--- src/rtl/rtm_pkg.sv ---
package rtm_pkg;
  localparam logic [1:0] SEL_RELOAD  = 2'd0;
  localparam logic [1:0] SEL_COUNT   = 2'd1;
  localparam logic [1:0] SEL_CTRL    = 2'd2;
  localparam logic [1:0] SEL_CAPTURE = 2'd3;

  localparam int CTRL_W   = 16;
  localparam int IE_BIT   = 5;
  localparam int FLAG_BIT = 8;
  localparam int MAX_CODE = 4;

  // Terminal value of the prescaler accumulator for a given code.
  function automatic logic [31:0] psc_limit(input logic [2:0] code);
    return (32'd4 << (2 * code)) - 32'd1;
  endfunction

  function automatic logic psc_valid(input logic [2:0] code);
    return (int'(code) <= MAX_CODE);
  endfunction
endpackage

--- src/rtl/rtm_prescaler.sv ---
module rtm_prescaler #(
  parameter int DIV_LOG2_MAX = 10
) (
  input  logic       clk,
  input  logic       rst,
  input  logic       run,
  input  logic       restart,
  input  logic [2:0] code,
  output logic       tick
);
  import rtm_pkg::*;
  localparam int ACC_W = DIV_LOG2_MAX;

  logic [ACC_W-1:0] acc;
  logic [ACC_W-1:0] lim;
  logic             active;
  logic [31:0]      lim_full;

  always_comb begin
    lim_full = psc_limit(code);
    lim      = lim_full[ACC_W-1:0];
    active   = run && !restart && psc_valid(code);
    tick     = active && (acc == lim);
  end

  always_ff @(posedge clk) begin
    if (rst || restart) begin
      acc <= '0;
    end else if (active) begin
      if (acc == lim) acc <= '0;
      else            acc <= acc + 1'b1;
    end
  end
endmodule

--- src/rtl/rtm_counter.sv ---
module rtm_counter #(
  parameter int CNT_W = 32
) (
  input  logic             clk,
  input  logic             rst,
  input  logic             tick,
  input  logic             load,
  input  logic [CNT_W-1:0] load_val,
  input  logic [CNT_W-1:0] reload_val,
  output logic [CNT_W-1:0] count,
  output logic             underflow
);
  assign underflow = tick && !load && (count == '0);

  always_ff @(posedge clk) begin
    if (rst) begin
      count <= '1;
    end else if (load) begin
      count <= load_val;
    end else if (tick) begin
      if (count == '0) count <= reload_val;
      else             count <= count - 1'b1;
    end
  end
endmodule

--- src/rtl/rtm_regs.sv ---
module rtm_regs #(
  parameter int          CNT_W       = 32,
  parameter bit          HAS_CAPTURE = 1'b1,
  parameter bit          HAS_EXTCLK  = 1'b0,
  parameter logic [31:0] CAP_INIT    = 32'h0
) (
  input  logic             clk,
  input  logic             rst,
  input  logic             wr_en,
  input  logic             rd_en,
  input  logic [1:0]       reg_sel,
  input  logic [31:0]      wdata,
  input  logic [CNT_W-1:0] count,
  input  logic             underflow,
  output logic [31:0]      rdata,
  output logic [CNT_W-1:0] reload_val,
  output logic             cnt_wr,
  output logic             ctrl_wr,
  output logic [2:0]       psc_code,
  output logic             flag,
  output logic             ie,
  output logic             irq
);
  import rtm_pkg::*;

  localparam logic [CTRL_W-1:0] BASE_MASK = 16'h0027;
  localparam logic [CTRL_W-1:0] EXT_MASK  = HAS_EXTCLK  ? 16'h0018 : 16'h0000;
  localparam logic [CTRL_W-1:0] CAP_MASK  = HAS_CAPTURE ? 16'h00C0 : 16'h0000;
  localparam logic [CTRL_W-1:0] WMASK     = BASE_MASK | EXT_MASK | CAP_MASK;

  logic [CTRL_W-1:0] ctrl_q, ctrl_d, ctrl_rb;
  logic              flag_d;
  logic [31:0]       cap_rb;
  logic [31:0]       cnt_rb, rel_rb;

  assign cnt_wr  = wr_en && (reg_sel == SEL_COUNT);
  assign ctrl_wr = wr_en && (reg_sel == SEL_CTRL);

  always_comb begin
    ctrl_d = ctrl_wr ? (wdata[CTRL_W-1:0] & WMASK) : ctrl_q;
    flag_d = flag;
    if (underflow)                      flag_d = 1'b1;
    else if (ctrl_wr && !wdata[FLAG_BIT]) flag_d = 1'b0;
  end

  always_ff @(posedge clk) begin
    if (rst) begin
      ctrl_q     <= '0;
      flag       <= 1'b0;
      irq        <= 1'b0;
      reload_val <= '1;
    end else begin
      ctrl_q <= ctrl_d;
      flag   <= flag_d;
      irq    <= flag_d && ctrl_d[IE_BIT];
      if (wr_en && (reg_sel == SEL_RELOAD)) reload_val <= wdata[CNT_W-1:0];
    end
  end

  generate
    if (HAS_CAPTURE) begin : g_cap
      logic [31:0] cap_q;
      always_ff @(posedge clk) begin
        if (rst)                                  cap_q <= CAP_INIT;
        else if (wr_en && (reg_sel == SEL_CAPTURE)) cap_q <= wdata;
      end
      assign cap_rb = cap_q;
    end else begin : g_nocap
      assign cap_rb = 32'h0;
    end
  endgenerate

  assign psc_code = ctrl_q[2:0];
  assign ie       = ctrl_q[IE_BIT];
  assign ctrl_rb  = {ctrl_q[CTRL_W-1:FLAG_BIT+1], flag, ctrl_q[FLAG_BIT-1:0]};
  assign cnt_rb   = 32'(count);
  assign rel_rb   = 32'(reload_val);

  always_ff @(posedge clk) begin
    if (rst) begin
      rdata <= '0;
    end else if (rd_en) begin
      case (reg_sel)
        SEL_RELOAD: rdata <= rel_rb;
        SEL_COUNT:  rdata <= cnt_rb;
        SEL_CTRL:   rdata <= {{(32-CTRL_W){1'b0}}, ctrl_rb};
        default:    rdata <= cap_rb;
      endcase
    end
  end
endmodule

--- src/rtl/reload_timer.sv ---
module reload_timer #(
  parameter int          CNT_W        = 32,
  parameter int          DIV_LOG2_MAX = 10,
  parameter bit          HAS_CAPTURE  = 1'b1,
  parameter bit          HAS_EXTCLK   = 1'b0,
  parameter logic [31:0] CAP_INIT     = 32'h0
) (
  input  logic        clk,
  input  logic        rst,
  input  logic        run,
  input  logic        wr_en,
  input  logic        rd_en,
  input  logic [1:0]  reg_sel,
  input  logic [31:0] wdata,
  output logic [31:0] rdata,
  output logic        irq
);
  logic             tick, underflow, cnt_wr, ctrl_wr, flag, ie;
  logic [2:0]       psc_code;
  logic [CNT_W-1:0] count, reload_val;

  rtm_prescaler #(.DIV_LOG2_MAX(DIV_LOG2_MAX)) u_psc (
    .clk(clk), .rst(rst), .run(run), .restart(ctrl_wr),
    .code(psc_code), .tick(tick)
  );

  rtm_counter #(.CNT_W(CNT_W)) u_cnt (
    .clk(clk), .rst(rst), .tick(tick), .load(cnt_wr),
    .load_val(wdata[CNT_W-1:0]), .reload_val(reload_val),
    .count(count), .underflow(underflow)
  );

  rtm_regs #(
    .CNT_W(CNT_W), .HAS_CAPTURE(HAS_CAPTURE),
    .HAS_EXTCLK(HAS_EXTCLK), .CAP_INIT(CAP_INIT)
  ) u_regs (
    .clk(clk), .rst(rst), .wr_en(wr_en), .rd_en(rd_en), .reg_sel(reg_sel),
    .wdata(wdata), .count(count), .underflow(underflow), .rdata(rdata),
    .reload_val(reload_val), .cnt_wr(cnt_wr), .ctrl_wr(ctrl_wr),
    .psc_code(psc_code), .flag(flag), .ie(ie), .irq(irq)
  );
endmodule

--- config.mk ---
export PLATFORM = sky130hd
export DESIGN_NAME = reload_timer
export DESIGN_NICKNAME = d
export VERILOG_FILES = /design/src/rtl/rtm_pkg.sv /design/src/rtl/rtm_prescaler.sv /design/src/rtl/rtm_counter.sv /design/src/rtl/rtm_regs.sv /design/src/rtl/reload_timer.sv
export SDC_FILE = /design/constraint.sdc
export NUM_CORES = 1
export LEC_CHECK = 0
export ABC_CLOCK_PERIOD_IN_PS = 2100
export BUFFER_PORTS_ARGS = -buffer_cell sky130_fd_sc_hd__buf_2
export CAP_MARGIN = 15
export CORE_MARGIN = 3
export CORE_UTILIZATION = 54
export CTS_CLUSTER_DIAMETER = 80
export DETAILED_ROUTE_END_ITERATION = 10
export PLACE_DENSITY = 0.87
export SYNTH_ARGS = -nofsm -noshare
export SYNTH_HDL_FRONTEND = slang
export SYNTH_SLANG_ARGS = --single-unit
--- constraint.sdc ---
create_clock -name clk -period 2.1 [get_ports clk]
set_input_delay 0.21 -clock clk [delete_from_list [all_inputs] [get_ports clk]]
set_output_delay 0.21 -clock clk [all_outputs]
set_load 0.03 [all_outputs]
==> impl_metrics.env <==
export IMPL_status="complete, but fails checks"
export IMPL_violations="setup timing"
export IMPL_drt_iter0_drc=730
export IMPL_portBuffers=71
export IMPL_clock_latency_ns=0.43
export IMPL_clock_path_buffers=2
export IMPL_syn_area_um2=7330
export IMPL_slew_headroom_pct=58.5
export IMPL_drc_errors=0
export IMPL_drive_gt1_share_pct=23.2
export IMPL_syn_to_final_growth_pct=23.4
export IMPL_pre_cts_slack_ns=-0.00899
export IMPL_yosysWarnings=0
export IMPL_total_power_uw=6970
export IMPL_drt_first_pass_iters=7
export IMPL_cts_root_buffer="clkbuf_16"
export IMPL_grt_pass1_wl_um=32500
export IMPL_synth_mux_area_share_pct=6.93
export IMPL_hold_viol=0
export IMPL_cts_buffers=17
export IMPL_startpoint_type="flip-flop"
export IMPL_synth_edf_count=0
export IMPL_wirelength_um=21500
export IMPL_syn_avg_cell_area_um2=8.32
export IMPL_synthAdderAreaFrac_pct=0.512
export IMPL_synth_xor_area_share_pct=4.54
export IMPL_multi_input_area_um2=4250
export IMPL_final_max_slew_viol_count=0
export IMPL_layout_common_cells="dfxtp_1 (145), nand2_1 (127), nor2_1 (94)"
export IMPL_htree_levels=4
export IMPL_synthFlopType="dfxtp_1"
export IMPL_setup_worst_path_class="flip-flop to flip-flop"
export IMPL_final_util_pct=70.0
export IMPL_power_density_nw_per_um2=770
export IMPL_fin_nets=1020
export IMPL_hp_class="primary input to flip-flop"
export IMPL_ys_ff_latch=146
export IMPL_synth_seq_area_share_pct=39.9
export IMPL_synth_simple_area_share_pct=25.4
export IMPL_grt_ovfl_total=0
export IMPL_start_util_pct=56.7
export IMPL_netlist_instances=881
export IMPL_coreArea_um2=12900
export IMPL_synth_top_family_by_area="simple AND/OR/NAND/NOR gates"
export IMPL_grt_pass1_vias=6526
export IMPL_cts_hold_buf=0
export IMPL_fmax_ghz=0.432
export IMPL_finalWorstSetupSlack_ns=-0.214
export IMPL_die_h_um=123
export IMPL_hpwl_um=13000
export IMPL_ir_drop_mv=0.548
export IMPL_drtAntennaViolNets=0
export IMPL_synth_nets=923
export IMPL_gp_congestion=0.931
export IMPL_n_fill_cell=897
export IMPL_grt_max_degree=58
export IMPL_yosysTopAreaCell="dfxtp_1"
export IMPL_yosysUniqueCellTypes=56
export IMPL_skew_ns=0.00600
export IMPL_p_leak_uw=0.00363
export IMPL_wl_per_cell_um=18.5
export IMPL_period_share_pct=110
export IMPL_cts_clk_slew_worst_paths_ns=0.06
export IMPL_io_pins=72
export IMPL_worst_slew_pin_transition_ns=0.622
export IMPL_async_reset_ff_share_pct=0
export IMPL_rsz0062_at_grt="true"
export IMPL_synth_area_leaders="dfxtp_1 (40%), nand2_1 (6.5%), a21oi_1 (6.2%)"
export IMPL_cts_sinks=146
export IMPL_yosysTopAreaCellShare_pct=39.9
export IMPL_worstRegToRegCells=7
export IMPL_dpl_cell_area_um2=8190
export IMPL_whs_ns=0.0253
export IMPL_cp_max_fo=7
export IMPL_setup_viol_count_final=32
export IMPL_arrival_ns=2.63
export IMPL_min_period_ns=2.31
export IMPL_via_count=7161
export IMPL_synth_compound_area_share_pct=18.5
export IMPL_antenna_found_initial=0
export IMPL_fp_dieW_um=123
export IMPL_grt_total_usage_pct=27.2
export IMPL_cap_violations=0
export IMPL_holdPathStages=2
export IMPL_antennaDiodeCount=0
export IMPL_design_area_um2=9050
export IMPL_cp_end_kind="flip-flop"
export IMPL_worstPathRequired_ns=2.41
export IMPL_die_area_um2=15000
export IMPL_std_cell_rows=41
export IMPL_cts_tree="yes"
export IMPL_ff_latch_area_um2=2920
export IMPL_layout_commonest_cell="dfxtp_1"
export IMPL_vias_per_cell=6.16
[what timing repair did]
action	4_1_cts	5_1_grt
cloned	1	0
endpoints found under the setup margin	14	32
pin swaps	2	9
setup buffers	3	5
resized for setup	8	28
[cells in the mapped netlist, types with 5 or more instances]
| cell | number |
|---|---|
| and2_1 | 6 |
| nor2b_1 | 34 |
| inv_1 | 6 |
| xor2_1 | 17 |
| nand4_1 | 7 |
| clkbuf_1 | 51 |
| and3_1 | 8 |
| a21oi_1 | 91 |
| nor3b_1 | 5 |
| nor2_1 | 101 |
| o211ai_1 | 12 |
| a211o_1 | 44 |
| dfxtp_1 | 146 |
| nor3_1 | 19 |
| o21ai_0 | 15 |
| nand4b_1 | 12 |
| mux4_2 | 7 |
| xnor2_1 | 21 |
| nand2_1 | 127 |
| buf_2 | 10 |
| nand3_1 | 17 |
| buf_1 | 8 |
| mux2i_1 | 35 |
| a211oi_1 | 26 |
[metal layers]
layer	up-vias	wire length (µm)	GRT usage, %
li1	3306	-	-
met2	399	10200	44.0
met5	-	0	0
met1	3363	8720	34.9
met3	93	1720	6.82
met4	0	896	10.8
[flip-flops by register name, summed over array words and instances, names as in the netlist]
signal             flops
u_regs.rdata          32
u_regs.irq             1
u_regs.ctrl_q          6
u_regs.cap_rb         32
u_regs.reload_val     32
u_cnt.count           32
u_psc.acc             10
u_regs.flag            1
[power by group]
group	switching [µW]	internal [µW]
logic	515	334
clock network	1210	1890
registers	107	2910
[per-stage QoR]
stage,TNS (ns),instances
6_report,-3.40,1163
5_1_grt,-5.53,1163
4_1_cts,0,1158
3_5_place_dp,-0.0187,1122
3_3_place_gp,0,1122
2_1_floorplan,0,881
[worst max-delay path, stage by stage (launching register included)]
cell,delay [ns]
dfxtp_2,0.32
or4_4,0.60
nor4_4,0.33
nand4bb_4,0.25
bufbuf_16,0.34
nor2_1,0.15
a211o_1,0.15
a21oi_1,0.06
[cells by family (layout without fill, tap and decap cells)]
group / count (synthesis) / after routing
multiplexers: 42 / 42
AO/OA/AOI/OAI: 207 / 207
XOR/XNOR: 38 / 38
buffers and inverters: 77 / 187
AND/OR/NAND/NOR: 368 / 368
flip-flops: 146 / 146
adder cells (fa/ha/maj): 3 / 3
[layout make-up]
| class | instances | share of cell area (%) |
|---|---|---|
| sequential | 146 | 32.3 |
| clock inverter | 13 | 1.78 |
| tap | 172 | 2.38 |
| multi-input combinational | 658 | 47.0 |
| inverter | 6 | 0.249 |
| timing repair buffer | 149 | 11.4 |
| clock buffer | 19 | 4.90 |
[worst paths after layout]
check | startpoint | endpoint | slack, ns
setup reg to reg | u_cnt.count[24] | u_cnt.count[29] | -0.21
hold reg to reg | u_regs.cap_rb[25] | u_regs.cap_rb[25] | 0.45
hold / removal | wdata[28] | u_regs.reload_val[28] | 0.03
setup / recovery | u_cnt.count[24] | u_cnt.count[29] | -0.21
Power figures use the tool's default switching activity.
